**src/rtl/dsp_dma_pkg.sv**
```systemverilog
// Shared constants and types for the DSP local-memory transfer engine.
// Assumes a 16-bit register port with 8-bit offsets.
package dsp_dma_pkg;

    localparam int REG_W = 16;

    localparam logic [7:0] OFS_CTRL = 8'hC9;
    localparam logic [7:0] OFS_LEN  = 8'hCB;
    localparam logic [7:0] OFS_DSPA = 8'hCD;
    localparam logic [7:0] OFS_MMHI = 8'hCE;
    localparam logic [7:0] OFS_MMLO = 8'hCF;

    localparam logic [31:0] DMEM_MASK = 32'h7FFF_FFFF;
    localparam logic [31:0] IMEM_MASK = 32'h0FFF_FFFF;

    typedef enum logic [1:0] {
        CAUSE_NONE  = 2'd0,
        CAUSE_PARAM = 2'd1,
        CAUSE_RANGE = 2'd2,
        CAUSE_UNSUP = 2'd3
    } cause_t;

endpackage

```
**src/rtl/dsp_dma_regs.sv**
```systemverilog
// Register bank of the transfer engine: control, byte count, DSP word
// address and the two halves of the main-memory address.
// Assumes one write per cycle; bit 2 of control is owned by the engine
// while a copy runs (set on start, cleared on finish).
module dsp_dma_regs
    import dsp_dma_pkg::*;
#(
    parameter int DSP_AW = 12
) (
    input  logic              clk,
    input  logic              rst_n,
    input  logic              wr_en,
    input  logic [7:0]        wr_addr,
    input  logic [REG_W-1:0]  wr_data,
    input  logic [7:0]        rd_addr,
    output logic [REG_W-1:0]  rd_data,
    input  logic              busy,
    input  logic              start,
    input  logic              finish,
    output logic [REG_W-1:0]  ctl_q,
    output logic [REG_W-1:0]  len_q,
    output logic [DSP_AW-1:0] dspa_q,
    output logic [31:0]       mm_q
);

    logic ctl_wr;
    logic stat_nxt;

    assign ctl_wr = wr_en && (wr_addr == OFS_CTRL);

    // Next value of the status bit: start sets, finish clears, idle writes load.
    always_comb begin
        if (start)
            stat_nxt = 1'b1;
        else if (finish)
            stat_nxt = 1'b0;
        else if (ctl_wr && !busy)
            stat_nxt = wr_data[2];
        else
            stat_nxt = ctl_q[2];
    end

    // Register storage; the count register is frozen while a copy runs.
    always_ff @(posedge clk) begin
        if (!rst_n) begin
            ctl_q  <= '0;
            len_q  <= '0;
            dspa_q <= '0;
            mm_q   <= '0;
        end else begin
            ctl_q[2] <= stat_nxt;
            if (ctl_wr) begin
                ctl_q[REG_W-1:3] <= wr_data[REG_W-1:3];
                ctl_q[1:0]       <= wr_data[1:0];
            end
            if (wr_en && (wr_addr == OFS_LEN) && !busy)
                len_q <= wr_data;
            if (wr_en && (wr_addr == OFS_DSPA))
                dspa_q <= wr_data[DSP_AW-1:0];
            if (wr_en && (wr_addr == OFS_MMHI))
                mm_q[31:16] <= wr_data;
            if (wr_en && (wr_addr == OFS_MMLO))
                mm_q[15:0] <= wr_data;
        end
    end

    // Combinational readback; unmapped offsets return zero.
    always_comb begin
        case (rd_addr)
            OFS_CTRL: rd_data = ctl_q;
            OFS_LEN:  rd_data = len_q;
            OFS_DSPA: rd_data = REG_W'(dspa_q);
            OFS_MMHI: rd_data = mm_q[31:16];
            OFS_MMLO: rd_data = mm_q[15:0];
            default:  rd_data = '0;
        endcase
    end

    AST_LEN_FROZEN: assert property (@(posedge clk) disable iff (!rst_n)
        ($past(busy) && busy) |-> $stable(len_q)) else $error("count changed during copy");

endmodule

```
**src/rtl/dsp_dma_screen.sv**
```systemverilog
// Request screening: checks a start request against the control value,
// count limit, direction support and data-RAM address range, derives the
// word count and the address mask, and keeps the sticky error record.
// Assumes trig is a single-cycle start request from an idle engine.
module dsp_dma_screen
    import dsp_dma_pkg::*;
#(
    parameter int          LEN_W      = 16,
    parameter logic [15:0] MAX_LEN    = 16'h4000,
    parameter logic [31:0] DRAM_LIMIT = 32'h01FF_FFFF
) (
    input  logic             clk,
    input  logic             rst_n,
    input  logic             trig,
    input  logic [REG_W-1:0] ctl,
    input  logic [LEN_W-1:0] len,
    input  logic [31:0]      mm_addr,
    output logic             accept,
    output logic             zero_len,
    output logic [LEN_W-1:0] units,
    output logic [31:0]      mask,
    output logic             err_flag,
    output logic [1:0]       err_cause
);

    cause_t     cause_c;
    logic       bad_param;
    logic       unsup;
    logic       out_of_range;
    logic [LEN_W:0] len_up;

    // Classify the request; parameter faults win over direction, then range.
    always_comb begin
        bad_param    = (ctl > REG_W'(3)) || (len > LEN_W'(MAX_LEN));
        unsup        = (ctl[1:0] == 2'b11);
        out_of_range = !ctl[1] && ((mm_addr & DMEM_MASK) > DRAM_LIMIT);
        if (bad_param)
            cause_c = CAUSE_PARAM;
        else if (unsup)
            cause_c = CAUSE_UNSUP;
        else if (out_of_range)
            cause_c = CAUSE_RANGE;
        else
            cause_c = CAUSE_NONE;
    end

    // Derived transfer shape: word count rounds an odd byte count up.
    always_comb begin
        accept   = (cause_c == CAUSE_NONE);
        zero_len = (len == '0);
        len_up   = {1'b0, len} + (LEN_W+1)'(1);
        units    = len_up[LEN_W:1];
        mask     = ctl[1] ? IMEM_MASK : DMEM_MASK;
    end

    // Sticky error record, replaced only by a start request.
    always_ff @(posedge clk) begin
        if (!rst_n) begin
            err_flag  <= 1'b0;
            err_cause <= CAUSE_NONE;
        end else if (trig) begin
            err_flag  <= !accept;
            err_cause <= cause_c;
        end
    end

    AST_ERR_STICKY: assert property (@(posedge clk) disable iff (!rst_n)
        (err_flag && !(trig && accept)) |=> err_flag) else $error("error flag dropped");
    AST_CAUSE_MATCH: assert property (@(posedge clk) disable iff (!rst_n)
        err_flag |-> (err_cause != CAUSE_NONE)) else $error("flag without cause");

endmodule

```
**src/rtl/dsp_dma_walker.sv**
```systemverilog
// Word sequencer: once started it issues one source read per cycle and
// writes each returned word to the destination one cycle later.
// Assumes synchronous memories with one cycle of read latency and a
// nonzero word count on start.
module dsp_dma_walker #(
    parameter int DSP_AW = 12,
    parameter int LEN_W  = 16,
    parameter int DW     = 16
) (
    input  logic              clk,
    input  logic              rst_n,
    input  logic              start,
    input  logic              zero_start,
    input  logic              dir_to_main,
    input  logic              sel_imem,
    input  logic [DSP_AW-1:0] dsp_base,
    input  logic [31:0]       mm_base,
    input  logic [31:0]       mm_mask,
    input  logic [LEN_W-1:0]  units,
    output logic              imem_rd_en,
    output logic              imem_wr_en,
    output logic [DSP_AW-1:0] imem_addr,
    output logic [DW-1:0]     imem_wdata,
    input  logic [DW-1:0]     imem_rdata,
    output logic              dmem_rd_en,
    output logic              dmem_wr_en,
    output logic [DSP_AW-1:0] dmem_addr,
    output logic [DW-1:0]     dmem_wdata,
    input  logic [DW-1:0]     dmem_rdata,
    output logic              mm_rd_en,
    output logic              mm_wr_en,
    output logic [31:0]       mm_addr,
    output logic [DW-1:0]     mm_wdata,
    input  logic [DW-1:0]     mm_rdata,
    output logic              busy,
    output logic              done,
    output logic              last_wr
);

    logic              running;
    logic              wr_pend;
    logic              to_main;
    logic              use_imem;
    logic [DSP_AW-1:0] dsp_ptr;
    logic [DSP_AW-1:0] wr_dsp;
    logic [31:0]       mm_ptr;
    logic [31:0]       mask_q;
    logic [31:0]       wr_mm;
    logic [LEN_W-1:0]  left;
    logic              done_q;
    logic              rd_local;
    logic              rd_main;
    logic              wr_local;
    logic              wr_main;
    logic [DSP_AW-1:0] dsp_addr;

    // Read stage: latch the job on start, then step both pointers per word.
    always_ff @(posedge clk) begin
        if (!rst_n) begin
            running  <= 1'b0;
            to_main  <= 1'b0;
            use_imem <= 1'b0;
            dsp_ptr  <= '0;
            mm_ptr   <= '0;
            mask_q   <= '0;
            left     <= '0;
        end else if (start) begin
            running  <= 1'b1;
            to_main  <= dir_to_main;
            use_imem <= sel_imem;
            dsp_ptr  <= dsp_base;
            mm_ptr   <= mm_base;
            mask_q   <= mm_mask;
            left     <= units;
        end else if (running) begin
            dsp_ptr <= dsp_ptr + DSP_AW'(1);
            mm_ptr  <= mm_ptr + 32'd2;
            left    <= left - LEN_W'(1);
            if (left == LEN_W'(1))
                running <= 1'b0;
        end
    end

    // Write stage: carry the read addresses one cycle to meet the data.
    always_ff @(posedge clk) begin
        if (!rst_n) begin
            wr_pend <= 1'b0;
            wr_dsp  <= '0;
            wr_mm   <= '0;
            done_q  <= 1'b0;
        end else begin
            wr_pend <= running;
            wr_dsp  <= dsp_ptr;
            wr_mm   <= mm_ptr & mask_q;
            done_q  <= (wr_pend && !running) || zero_start;
        end
    end

    // Port steering by direction and selected local memory.
    always_comb begin
        rd_local   = running && to_main;
        rd_main    = running && !to_main;
        wr_local   = wr_pend && !to_main;
        wr_main    = wr_pend && to_main;
        dsp_addr   = to_main ? dsp_ptr : wr_dsp;
        imem_rd_en = rd_local && use_imem;
        dmem_rd_en = rd_local && !use_imem;
        imem_wr_en = wr_local && use_imem;
        dmem_wr_en = wr_local && !use_imem;
        imem_addr  = dsp_addr;
        dmem_addr  = dsp_addr;
        imem_wdata = mm_rdata;
        dmem_wdata = mm_rdata;
        mm_rd_en   = rd_main;
        mm_wr_en   = wr_main;
        mm_addr    = to_main ? wr_mm : (mm_ptr & mask_q);
        mm_wdata   = use_imem ? imem_rdata : dmem_rdata;
        busy       = running || wr_pend;
        done       = done_q;
        last_wr    = wr_pend && !running;
    end

    AST_ONE_WRITE: assert property (@(posedge clk) disable iff (!rst_n)
        $countones({imem_wr_en, dmem_wr_en, mm_wr_en}) <= 1) else $error("two write strobes");
    AST_WRITE_AFTER_READ: assert property (@(posedge clk) disable iff (!rst_n)
        (imem_wr_en || dmem_wr_en || mm_wr_en) |-> $past(imem_rd_en || dmem_rd_en || mm_rd_en))
        else $error("write without prior read");
    AST_DONE_IDLE: assert property (@(posedge clk) disable iff (!rst_n)
        done |-> !busy) else $error("done while busy");
    AST_DMEM_MASK: assert property (@(posedge clk) disable iff (!rst_n)
        ((mm_rd_en || mm_wr_en) && !use_imem) |-> !mm_addr[31]) else $error("bit 31 leaked");
    AST_IMEM_MASK: assert property (@(posedge clk) disable iff (!rst_n)
        (mm_rd_en && use_imem) |-> (mm_addr[31:28] == 4'h0)) else $error("high nibble leaked");

endmodule

```
**src/rtl/dsp_dma_engine.sv**
```systemverilog
// Top of the DSP local-memory transfer engine: register bank, request
// screening and word sequencer. A count write while idle is the trigger.
// Assumes the memories answer reads one cycle later.
module dsp_dma_engine
    import dsp_dma_pkg::*;
#(
    parameter int          DSP_AW     = 12,
    parameter logic [15:0] MAX_LEN    = 16'h4000,
    parameter logic [31:0] DRAM_LIMIT = 32'h01FF_FFFF
) (
    input  logic              clk,
    input  logic              rst_n,
    input  logic              reg_wr_en,
    input  logic [7:0]        reg_addr,
    input  logic [15:0]       reg_wdata,
    input  logic [7:0]        reg_rd_addr,
    output logic [15:0]       reg_rdata,
    output logic              imem_rd_en,
    output logic              imem_wr_en,
    output logic [DSP_AW-1:0] imem_addr,
    output logic [15:0]       imem_wdata,
    input  logic [15:0]       imem_rdata,
    output logic              dmem_rd_en,
    output logic              dmem_wr_en,
    output logic [DSP_AW-1:0] dmem_addr,
    output logic [15:0]       dmem_wdata,
    input  logic [15:0]       dmem_rdata,
    output logic              mm_rd_en,
    output logic              mm_wr_en,
    output logic [31:0]       mm_addr,
    output logic [15:0]       mm_wdata,
    input  logic [15:0]       mm_rdata,
    output logic              busy,
    output logic              done,
    output logic              err_flag,
    output logic [1:0]        err_cause
);

    localparam int LEN_W = REG_W;

    logic [REG_W-1:0]  ctl_q;
    logic [REG_W-1:0]  len_q;
    logic [DSP_AW-1:0] dspa_q;
    logic [31:0]       mm_q;
    logic              trig;
    logic              accept;
    logic              zero_len;
    logic [LEN_W-1:0]  units;
    logic [31:0]       mask;
    logic              start;
    logic              zero_start;
    logic              last_wr;

    // Start decode: a count write while idle, split by screening result.
    always_comb begin
        trig       = reg_wr_en && (reg_addr == OFS_LEN) && !busy;
        start      = trig && accept && !zero_len;
        zero_start = trig && accept && zero_len;
    end

    dsp_dma_regs #(.DSP_AW(DSP_AW)) u_regs (
        .clk     (clk),
        .rst_n   (rst_n),
        .wr_en   (reg_wr_en),
        .wr_addr (reg_addr),
        .wr_data (reg_wdata),
        .rd_addr (reg_rd_addr),
        .rd_data (reg_rdata),
        .busy    (busy),
        .start   (start),
        .finish  (last_wr),
        .ctl_q   (ctl_q),
        .len_q   (len_q),
        .dspa_q  (dspa_q),
        .mm_q    (mm_q)
    );

    dsp_dma_screen #(
        .LEN_W      (LEN_W),
        .MAX_LEN    (MAX_LEN),
        .DRAM_LIMIT (DRAM_LIMIT)
    ) u_screen (
        .clk       (clk),
        .rst_n     (rst_n),
        .trig      (trig),
        .ctl       (ctl_q),
        .len       (reg_wdata),
        .mm_addr   (mm_q),
        .accept    (accept),
        .zero_len  (zero_len),
        .units     (units),
        .mask      (mask),
        .err_flag  (err_flag),
        .err_cause (err_cause)
    );

    dsp_dma_walker #(
        .DSP_AW (DSP_AW),
        .LEN_W  (LEN_W),
        .DW     (REG_W)
    ) u_walker (
        .clk         (clk),
        .rst_n       (rst_n),
        .start       (start),
        .zero_start  (zero_start),
        .dir_to_main (ctl_q[0]),
        .sel_imem    (ctl_q[1]),
        .dsp_base    (dspa_q),
        .mm_base     (mm_q),
        .mm_mask     (mask),
        .units       (units),
        .imem_rd_en  (imem_rd_en),
        .imem_wr_en  (imem_wr_en),
        .imem_addr   (imem_addr),
        .imem_wdata  (imem_wdata),
        .imem_rdata  (imem_rdata),
        .dmem_rd_en  (dmem_rd_en),
        .dmem_wr_en  (dmem_wr_en),
        .dmem_addr   (dmem_addr),
        .dmem_wdata  (dmem_wdata),
        .dmem_rdata  (dmem_rdata),
        .mm_rd_en    (mm_rd_en),
        .mm_wr_en    (mm_wr_en),
        .mm_addr     (mm_addr),
        .mm_wdata    (mm_wdata),
        .mm_rdata    (mm_rdata),
        .busy        (busy),
        .done        (done),
        .last_wr     (last_wr)
    );

    AST_STATUS_WHILE_BUSY: assert property (@(posedge clk) disable iff (!rst_n)
        busy |-> ctl_q[2]) else $error("status bit low during copy");
    AST_REFUSE_QUIET: assert property (@(posedge clk) disable iff (!rst_n)
        (trig && !accept) |=> !busy) else $error("refused request started");
    AST_LEN_UNTOUCHED: assert property (@(posedge clk) disable iff (!rst_n)
        (reg_wr_en && (reg_addr == OFS_LEN) && busy) |=> $stable(len_q)) else $error("retrigger stored");

endmodule

```
**config.mk**
```make
export PLATFORM = sky130hd
export DESIGN_NAME = dsp_dma_engine
export DESIGN_NICKNAME = d
export VERILOG_FILES = /design/src/rtl/dsp_dma_pkg.sv /design/src/rtl/dsp_dma_regs.sv /design/src/rtl/dsp_dma_screen.sv /design/src/rtl/dsp_dma_walker.sv /design/src/rtl/dsp_dma_engine.sv
export SDC_FILE = /design/constraint.sdc
export NUM_CORES = 1
export LEC_CHECK = 0
export BUFFER_PORTS_ARGS = -buffer_cell sky130_fd_sc_hd__buf_4
export CAP_MARGIN = 40
export CORE_MARGIN = 2
export CORE_UTILIZATION = 25
export CTS_CLUSTER_SIZE = 14
export DETAILED_ROUTE_END_ITERATION = 10
export GPL_TIMING_DRIVEN = 0
export SLEW_MARGIN = 10
export SYNTH_ARGS = -nofsm -noshare
export SYNTH_HDL_FRONTEND = slang
export SYNTH_SLANG_ARGS = --single-unit
```
**constraint.sdc**
```tcl
create_clock -name clk -period 2 [get_ports clk]
set_clock_uncertainty 0.05 [all_clocks]
set_input_delay 0.2 -clock clk [delete_from_list [all_inputs] [get_ports clk]]
set_output_delay 0.2 -clock clk [all_outputs]
set_load 0.1 [all_outputs]
```
==> Yosys cells after proc, flatten, opt, wreduce, memory -nomap -nowiden <==
Cells that the tools add are included.
{ "totals": {"ff_bits": 220, "output_inout_bits": 131} }
{ "op_classes": {"add_sub_neg": 4, "n_lt_le_gt_ge": 3, "n_eq_ne": 12, "mux": 20, "bitwise": 1, "n_reduce_logical": 34} }
{ "op_table": {"columns": ["op", "n"], "rows": [
  ["$mux 32", 3],
  ["$eq 8x8->1 const B", 10],
  ["$pmux 16 s5", 1],
  ["$mux 16", 3],
  ["$mux 12", 3],
  ["$add 32x2->32 const B", 1],
  ["$and 32x32->32", 1],
  ["$gt 31x25->1 const B", 1],
  ["$mux 31", 1],
  ["$logic_and 1x1->1", 20],
  ["$add 16x1->17 const B", 1],
  ["$eq 16x1->1 const B", 1],
  ["$gt 16x15->1 const B", 1],
  ["$gt 16x2->1 const B", 1],
  ["$logic_not 16->1", 1],
  ["$sub 16x1->16 const B", 1],
  ["$add 12x1->12 const B", 1],
  ["$logic_not 1->1", 7],
  ["$mux 1", 6],
  ["$mux 2", 3],
  ["$logic_or 1x1->1", 3],
  ["$reduce_bool 3->1", 1],
  ["$eq 2x2->1 const B", 1],
  ["$logic_not 2->1", 1],
  ["$reduce_bool 2->1", 1]
]} }

==> Logic depth before layout (Yosys ltp) <==
Gate-level depths: netlist of run 1.
{ "logic_depth": {"ltp_word": 9, "ltp_mapped": 11, "mapped_depth_nobuf": 7} }

==> Modules after synthesis <==
Synthesis of run 1 repeated with hierarchy kept, for this count alone.
{ "unflattened": {"hier_cells": 1305, "area_unflattened_um2": 11180.7} }
{ "modules_own_cells": {"columns": ["mod", "n_inst", "cells_per_inst", "area_per_inst_um2", "seq_area_each_um2"], "rows": [
  ["dsp_dma_walker", 1, 828, 6964.2, 2822.7],
  ["dsp_dma_regs", 1, 361, 3393.3, 1521.5],
  ["dsp_dma_screen", 1, 108, 769.5, 60.1],
  ["dsp_dma_engine", 1, 8, 53.8, 0.0]
]} }

==> Least setup slack after synthesis of run 1 <==
OpenSTA, ideal clock, no wires.
{ "synth_path": {"kind": "register to output", "startpoint": "register u_walker.to_main", "endpoint": "output dmem_wr_en", "t_arrival_ns": 2.856, "required_ns": 1.750, "slack_ns": -1.106, "path_stages_with_launch": 4, "n_path_buf": 2, "path_cell_list": "dfxtp_1 clkbuf_1 clkbuf_1 nor3b_1"} }
{ "synth_between": {"elab_chain_len": 3} }
{ "synth_rtl": {"columns": ["element", "line_no", "source"], "rows": [
  ["start, declared", "dsp_dma_walker.sv:42", "logic to_main;"],
  ["start signal, assigned", "dsp_dma_walker.sv:69", "to_main <= dir_to_main;"],
  ["$logic_not 1->1", "dsp_dma_walker.sv:103", "wr_local = wr_pend && !to_main;"],
  ["$logic_and 1x1->1", "dsp_dma_walker.sv:103", null],
  ["$logic_and 1x1->1", "dsp_dma_walker.sv:109", "dmem_wr_en = wr_local && !use_imem;"],
  ["end, declared", "dsp_dma_engine.sv:24", "output logic dmem_wr_en,"]
]} }
No other way between the ends.

==> Worst setup path in the final report of run 1 <==
{ "layout_path": {"startpoint": "register u_regs.mm_q[24]", "endpoint": "output reg_rdata[8]"} }
{ "layout_between": {"elab_chain_len": 1} }
{ "layout_rtl": {"columns": ["element", "line_no", "source"], "rows": [
  ["start, declared", "dsp_dma_regs.sv:23", "output logic [31:0] mm_q"],
  ["start signal, assigned", "dsp_dma_regs.sv:61", "mm_q[31:16] <= wr_data;"],
  ["$pmux 16 s5", "dsp_dma_regs.sv:69", "case (rd_addr)"],
  ["end, declared", "dsp_dma_engine.sv:17", "output logic [15:0] reg_rdata,"]
]} }
No other way between the ends.

==> results of run 1 <==
worst paths after layout:
check / start / to / slack (ns)
max: u_regs.mm_q[24] / reg_rdata[8] / -0.14
min: reg_wdata[15] / u_regs.len_q[15] / 0.009
max reg2reg: u_regs.ctl_q[7] / u_walker.mm_ptr[17] / -0.13
min reg2reg: u_regs.len_q[6] / u_regs.len_q[6] / 0.41
layer usage:
metal / global-route usage (%) / vias up / wire length, um
met5: 0 / - / 0
met3: 3.04 / 77 / 3440
met4: 5.61 / 0 / 1190
met2: 28.6 / 562 / 17400
met1: 23.8 / 4711 / 15900
li1: - / 4441 / -
area by class of cell:
type / count / share of cell area, %
inverters: 19 / 0.533
multi-input cells: 738 / 38.8
clock buffers: 17 / 2.92
flip-flops and latches: 188 / 26.3
plain buffers: 120 / 7.08
repair buffers: 267 / 18.8
clock inverters: 15 / 1.22
well taps: 511 / 4.39
worst min-delay path, stage by stage:
cell     delay, ns
buf_4         0.15
nand2_1       0.06
a21oi_1       0.05
cell usage in the layout, fill, tap and decap left out, drive strengths merged, types with 6 or more instances in the layout:
master and n:
xnor2 21, and2 13, nor3 49, and3 47
buf 335, mux2 28, o21ai 10, a32oi 6
a22o 31, nand2 87, inv 24, a222oi 16
a21oi 44, clkinv 8, ha 6, clkbuf 68
nand3 36, or3 7, dfxtp 188, nand4 22
mux2i 59, nor2 93, o31a 6, a211oi 24
o211ai 18, a22oi 12, a31oi 19, xor2 19
nor4 11
registers in the layout, indices dropped and copies added, names as in the netlist, 12 cells and up:
name,cells
u_walker.wr_mm,31
u_regs.len_q,16
u_regs.ctl_q,16
u_walker.left,16
u_regs.dspa_q,12
u_walker.wr_dsp,12
u_walker.mm_ptr,31
u_regs.mm_q,32
u_walker.dsp_ptr,12
timing repair:
item                                    4_1_cts  5_1_grt
setup buffers                                32       36
pin swaps                                    25       51
gates resized for setup                     261      171
hold buffers                                  1        0
hold endpoints to repair                      1        0
cloned                                        2        8
endpoints found under the setup margin      179      137
power breakdown:
part	switching (W)	internal, W
sequential	0.00000360	0.00373
clock	0.00170	0.00179
combinational	0.000723	0.000321
cell families after synthesis:
family | share of synthesized area, %
xor+xnor | 3.68
flops | 39.6
mux | 9.52
simple gates | 21.2
fa+ha+maj | 0.789
compound gates | 16.5
other cells | 0.0394
buf+inv | 8.72
stage by stage:
stage / worst slack, ns / cell area, um^2 / setup TNS (ns) / util [%]
after floorplan: -0.153 / 9650 / -0.892 / -
after global placement: -1.07 / 11700 / -96.31 / 31.1
after detailed placement: -1.05 / 11700 / -96.59 / 31.1
after CTS: -0.110 / 13500 / -0.407 / 35.9
after global routing: -0.162 / 14600 / -4.38 / 38.7
final: -0.144 / 14600 / -1.27 / 38.7
==> out/metrics.cfg, run 1 <==
[grt]
grt.total_usage_pct=17.7
grt_pass1_vias=8742
overflow=0
grt_max_degree=20
grt_pass1_wl_mm=52.8
antenna_found_initial=1

[setup_path]
critPathMaxFanout=3
ff2ff_path_depth=6
crit_type=reg2out
arrival_ns=1.89
cp_slowest_cell=a222oi_1
critPathRequiredTime_ns=1.75
end_kind=primary output
worst-path-buf-inv=1
cp_top_family=compound AO/OA/AOI/OAI gates
max_stage_delay_ns=0.67
path_cells=a222oi_1 > nand2_2 > buf_12
critPathLaunchType=register
crit_cells=3

[finish]
syn_to_final_growth_pct=53.0
fillers=3661
diodes=0
multi_input_area_mm2=0.00565
seqCellArea_mm2=0.00382
drive_above_1_share_pct=43.1
nets=1440
stdcell_count=1875

[logic_synthesis]
syn_area_per_cell_um2=8.77
synth_nets=1174
netlist_instances=1085
synth_top_area_cell=dfxtp_1
async_flop_share_pct=0
synth_area_leaders=dfxtp_1, mux2i_1, buf_4
synth_commonest_cells=dfxtp_1, nor2_1, nand2_1
ys_ff_latch=188
synth_cell_types=67
synth_top_area_share_pct=39.6
synth_area_mm2=0.00951
seq_area_frac_synth_pct=39.6
synth_edf_count=0
synth_ff_type=dfxtp_1
synth_warnings=0
synth_most_common_cell=dfxtp_1

[die]
die_x_um=199
dieArea_mm2=0.0396
coreArea_mm2=0.0376
start_util_pct=25.3
ios=214
num_rows=71
fp.dieH_um=199

[status]
violations=setup timing
status=finished with violations

[timing]
period_needed_ns=2.14
relSlewSlack_pct=39.8
worst_slew_pin_slew_ns=0.903
slew_viol_final=0
min_period_over_period_pct=107
fmax_mhz=466
hold_violations=0
whs_ns=0.00863
fin_ws_ns=-0.144
finalSetupViolCount=40
rsz0062_at_grt=yes

[hold_path]
hp-class=in2reg
hold_depth=3

[route]
routed_via_density=5.22
drt_pre_antenna_iters=6
ant_nets=0
drtIter0Drc=1181
wl_per_cell_um=20.3
vias=9791
wirelength_mm=38.0
drc=0

[clock_network]
clk_latency_ns=0.45
numCtsBuffers=17
path_clk_slew_ns=0.07
htreeDepth=4
clock-sinks=188
clockBufferDepth=2
cts_tree=done
root_buffer=clkbuf_16

[power_and_ir_drop]
vdd_drop_max_uv=419
p_total_w=0.00826
powerDensity_mw_per_mm2=568
p_leak_nw=5.68

[placed_design]
gp_congestion=0.926
dp_cells=1784
port_buffers=186
dp_hpwl_mm=27.0

[job]
cap_violations=0

Power figures use the tool's default switching activity.
==> run 2, diff against run 1 <==
- CORE_MARGIN: 2 -> not set
==> run 2 against run 1 <==
The flow still finishes with violations (setup timing). Maximum frequency is 1.5% lower. Flip-flop and latch count unchanged. Clock-buffer cell count unchanged. Combinational power about the same. Highest routed layer unchanged. Critical path depth increased by 7. First-iteration DRC count is 14% lower. Routed wire length is 0.94% lower. Core utilization grew 0.41 points. Final area up 1.1%. Global-route usage increased by 0.67 points. Non-clock buffer count shrank 12. Clock power about the same.
==> out/metrics.cfg, run 2 (same netlist as run 1, synthesis figures left out) <==
[status]
status=finished with violations  ; unchanged
violations=setup timing  ; unchanged

[route]
wl_per_cell_um=20.2  ; was 20.3 um
drt_pre_antenna_iters=5  ; was 6
drtIter0Drc=1013  ; was 1,181
drc=0  ; unchanged
routed_via_density=5.19  ; was 5.22
vias=9667  ; was 9,791
ant_nets=0  ; unchanged
wirelength_mm=37.6  ; was 38.0 mm

[grt]
grt_pass1_wl_mm=54.2  ; was 52.8 mm
overflow=0  ; unchanged
grt.total_usage_pct=18.3  ; was 17.7%
grt_pass1_vias=9066  ; was 8,742
antenna_found_initial=0  ; was 1
grt_max_degree=22  ; was 20

[setup_path]
critPathRequiredTime_ns=1.75  ; about the same
crit_top_cell=buf_6
r2r_end=u_walker.mm_ptr[6]  ; was u_walker.mm_ptr[17]
crit_type=in2out  ; was reg2out
r2r_start=u_regs.ctl_q[3]  ; was u_regs.ctl_q[7]
critPathLaunch=reg_rd_addr[7]  ; was u_regs.mm_q[24]
critPathLaunchType=primary input  ; was register
end_kind=primary output  ; unchanged
rrSetupSlack_ns=-0.13  ; about the same
ff2ff_path_depth=8  ; was 6
arrival_ns=1.93  ; was 1.89 ns
critPathMaxFanout=6  ; was 3
max_stage_delay_ns=0.49  ; was 0.67 ns
path_cells=buf_6 > and2_4 > nand4_1 > buf_4 > nor2_4 > buf_8 > buf_6 > a222oi_1 > nand2_2 > buf_12  ; was a222oi_1 > nand2_2 > buf_12
cp_slowest_cell=a222oi_1  ; unchanged

[finish]
nets=1429  ; was 1,440
diodes=0  ; unchanged
fin_area_mm2=0.0147  ; was 0.0146 mm^2
stdcell_count=1864  ; was 1,875
final_cell_mix=buf_4, dfxtp_1, nor2_1, nand2_1, mux2i_1  ; unchanged
syn_to_final_growth_pct=54.6  ; was 53.0%
drive_above_1_share_pct=43.2  ; was 43.1%
largest_register_ffs=32  ; unchanged
final_util_pct=39.1  ; was 38.7%
reg_top3=u_regs.mm_q x32, u_walker.mm_ptr x31, u_walker.wr_mm x31  ; unchanged
final_common_cell=buf_4  ; unchanged
regMostFlops=u_regs.mm_q  ; unchanged

[die]
fp.dieH_um=197  ; was 199 um
start_util_pct=25.3  ; unchanged
ios=214  ; unchanged
coreArea_mm2=0.0376  ; unchanged
die_x_um=197  ; was 199 um
dieArea_mm2=0.0388  ; was 0.0396 mm^2
num_rows=71  ; unchanged

[hold_path]
min_to=u_regs.len_q[2]  ; was u_regs.len_q[15]
hp-start=reg_wdata[2]  ; was reg_wdata[15]
hold_depth=3  ; unchanged
hp-class=in2reg  ; unchanged

[clock_network]
htreeDepth=4  ; unchanged
path_clk_slew_ns=0.07  ; about the same
numCtsBuffers=17  ; unchanged
root_buffer=clkbuf_16  ; unchanged
clk_latency_ns=0.45  ; about the same
clock-sinks=188  ; unchanged
cts_tree=done  ; unchanged
clockBufferDepth=2  ; unchanged

[timing]
slew_viol_final=0  ; unchanged
relSlewSlack_pct=43.3  ; was 39.8%
fmax_mhz=459  ; was 466 MHz
min_period_over_period_pct=109  ; was 107%
period_needed_ns=2.18  ; was 2.14 ns
worst_slew_pin_slew_ns=0.848  ; was 0.903 ns
finalSetupViolCount=42  ; was 40
fin_ws_ns=-0.176  ; was -0.144 ns
fin_setup_tns_ns=-2.22  ; was -1.27 ns
hold_violations=0  ; unchanged
rsz0062_at_grt=yes  ; unchanged

[power_and_ir_drop]
vdd_drop_max_uv=480  ; was 419 uV
powerDensity_mw_per_mm2=562  ; was 568 mW/mm^2
p_leak_nw=5.70  ; was 5.68 nW

[job]
cap_violations=0  ; unchanged

[placed_design]
post_dp_cell_area_mm2=0.0117  ; about the same
dp_cells=1784  ; unchanged
gp_congestion=0.897  ; was 0.926
port_buffers=186  ; unchanged
pre_cts_slack_ns=-1.13  ; was -1.05 ns
dp_hpwl_mm=26.9  ; was 27.0 mm

-- run 2: changes by cell type in the layout (fill, tap and decap cells not counted), moves of 9 or more --
cell    before  now
buf_6       48   31
buf_12      35   49
buf_4      214  204
nor3_2      14    5
nor3_4      14   23
-- run 2: stage by stage --
step	hold slack [ns]	power, W
finish	0.0216	0.00827
global route	0.0423	0.00846
CTS	0.00485	0.00821
detailed placement	0.397	0.00475
global placement	0.391	0.00475
floorplan	0.286	0.00447
-- run 2: how the worst max path moves through the flow --
stage | endpoint | slack [ns] | cells after the start
2_1_floorplan | dmem_wr_en | -0.15 | 3
3_3_place_gp | u_walker.dsp_ptr[10] | -1.13 | 6
3_5_place_dp | u_walker.dsp_ptr[10] | -1.13 | 6
4_1_cts | reg_rdata[9] | -0.16 | 10
5_1_grt | reg_rdata[9] | -0.23 | 10
6_report | reg_rdata[9] | -0.18 | 10
-- run 2: power breakdown --
part | switching, W | total, W | leakage [nW] | internal, W
clock | 0.00181 | 0.00352 | 0.296 | 0.00171
sequential | 0.00000367 | 0.00374 | 1.53 | 0.00373
combinational | 0.000718 | 0.00102 | 3.87 | 0.000300
-- run 2: repair_timing --
action,in CTS,in global routing
hold endpoints to repair,2,0
endpoints found under the setup margin,179,136
gates cloned,2,10
gates resized for setup,275,201
buffers inserted,32,24
pin swaps,27,106
hold buffers,2,0
-- run 2: cell type report --
| cell class | instances | area (um^2) |
|---|---|---|
| buffer | 121 | 1030 |
| clock buffer | 17 | 425 |
| clock inverter | 15 | 185 |
| fill | 3644 | 22900 |
| inverter | 19 | 77.6 |
| multi-input combinational | 739 | 5750 |
| sequential | 188 | 3820 |
| tap | 511 | 639 |
| timing repair buffer | 254 | 2790 |
-- run 2: routing by layer --
metal  global-route usage [%]  vias to the layer above  share of wire (%)
li1                         -                     4417                  -
met1                     24.0                     4606                 41
met2                     29.9                      553                 46
met3                     3.74                       91                9.0
met4                     6.03                        0                3.3
met5                        0                        -                  0
-- run 2: worst max-delay path, delay by kind of cell --
family | cells | cell delay (ns)
AO/OA/AOI/OAI | 1 | 0.49
buffers and inverters | 5 | 0.72
AND/OR/NAND/NOR | 4 | 0.52
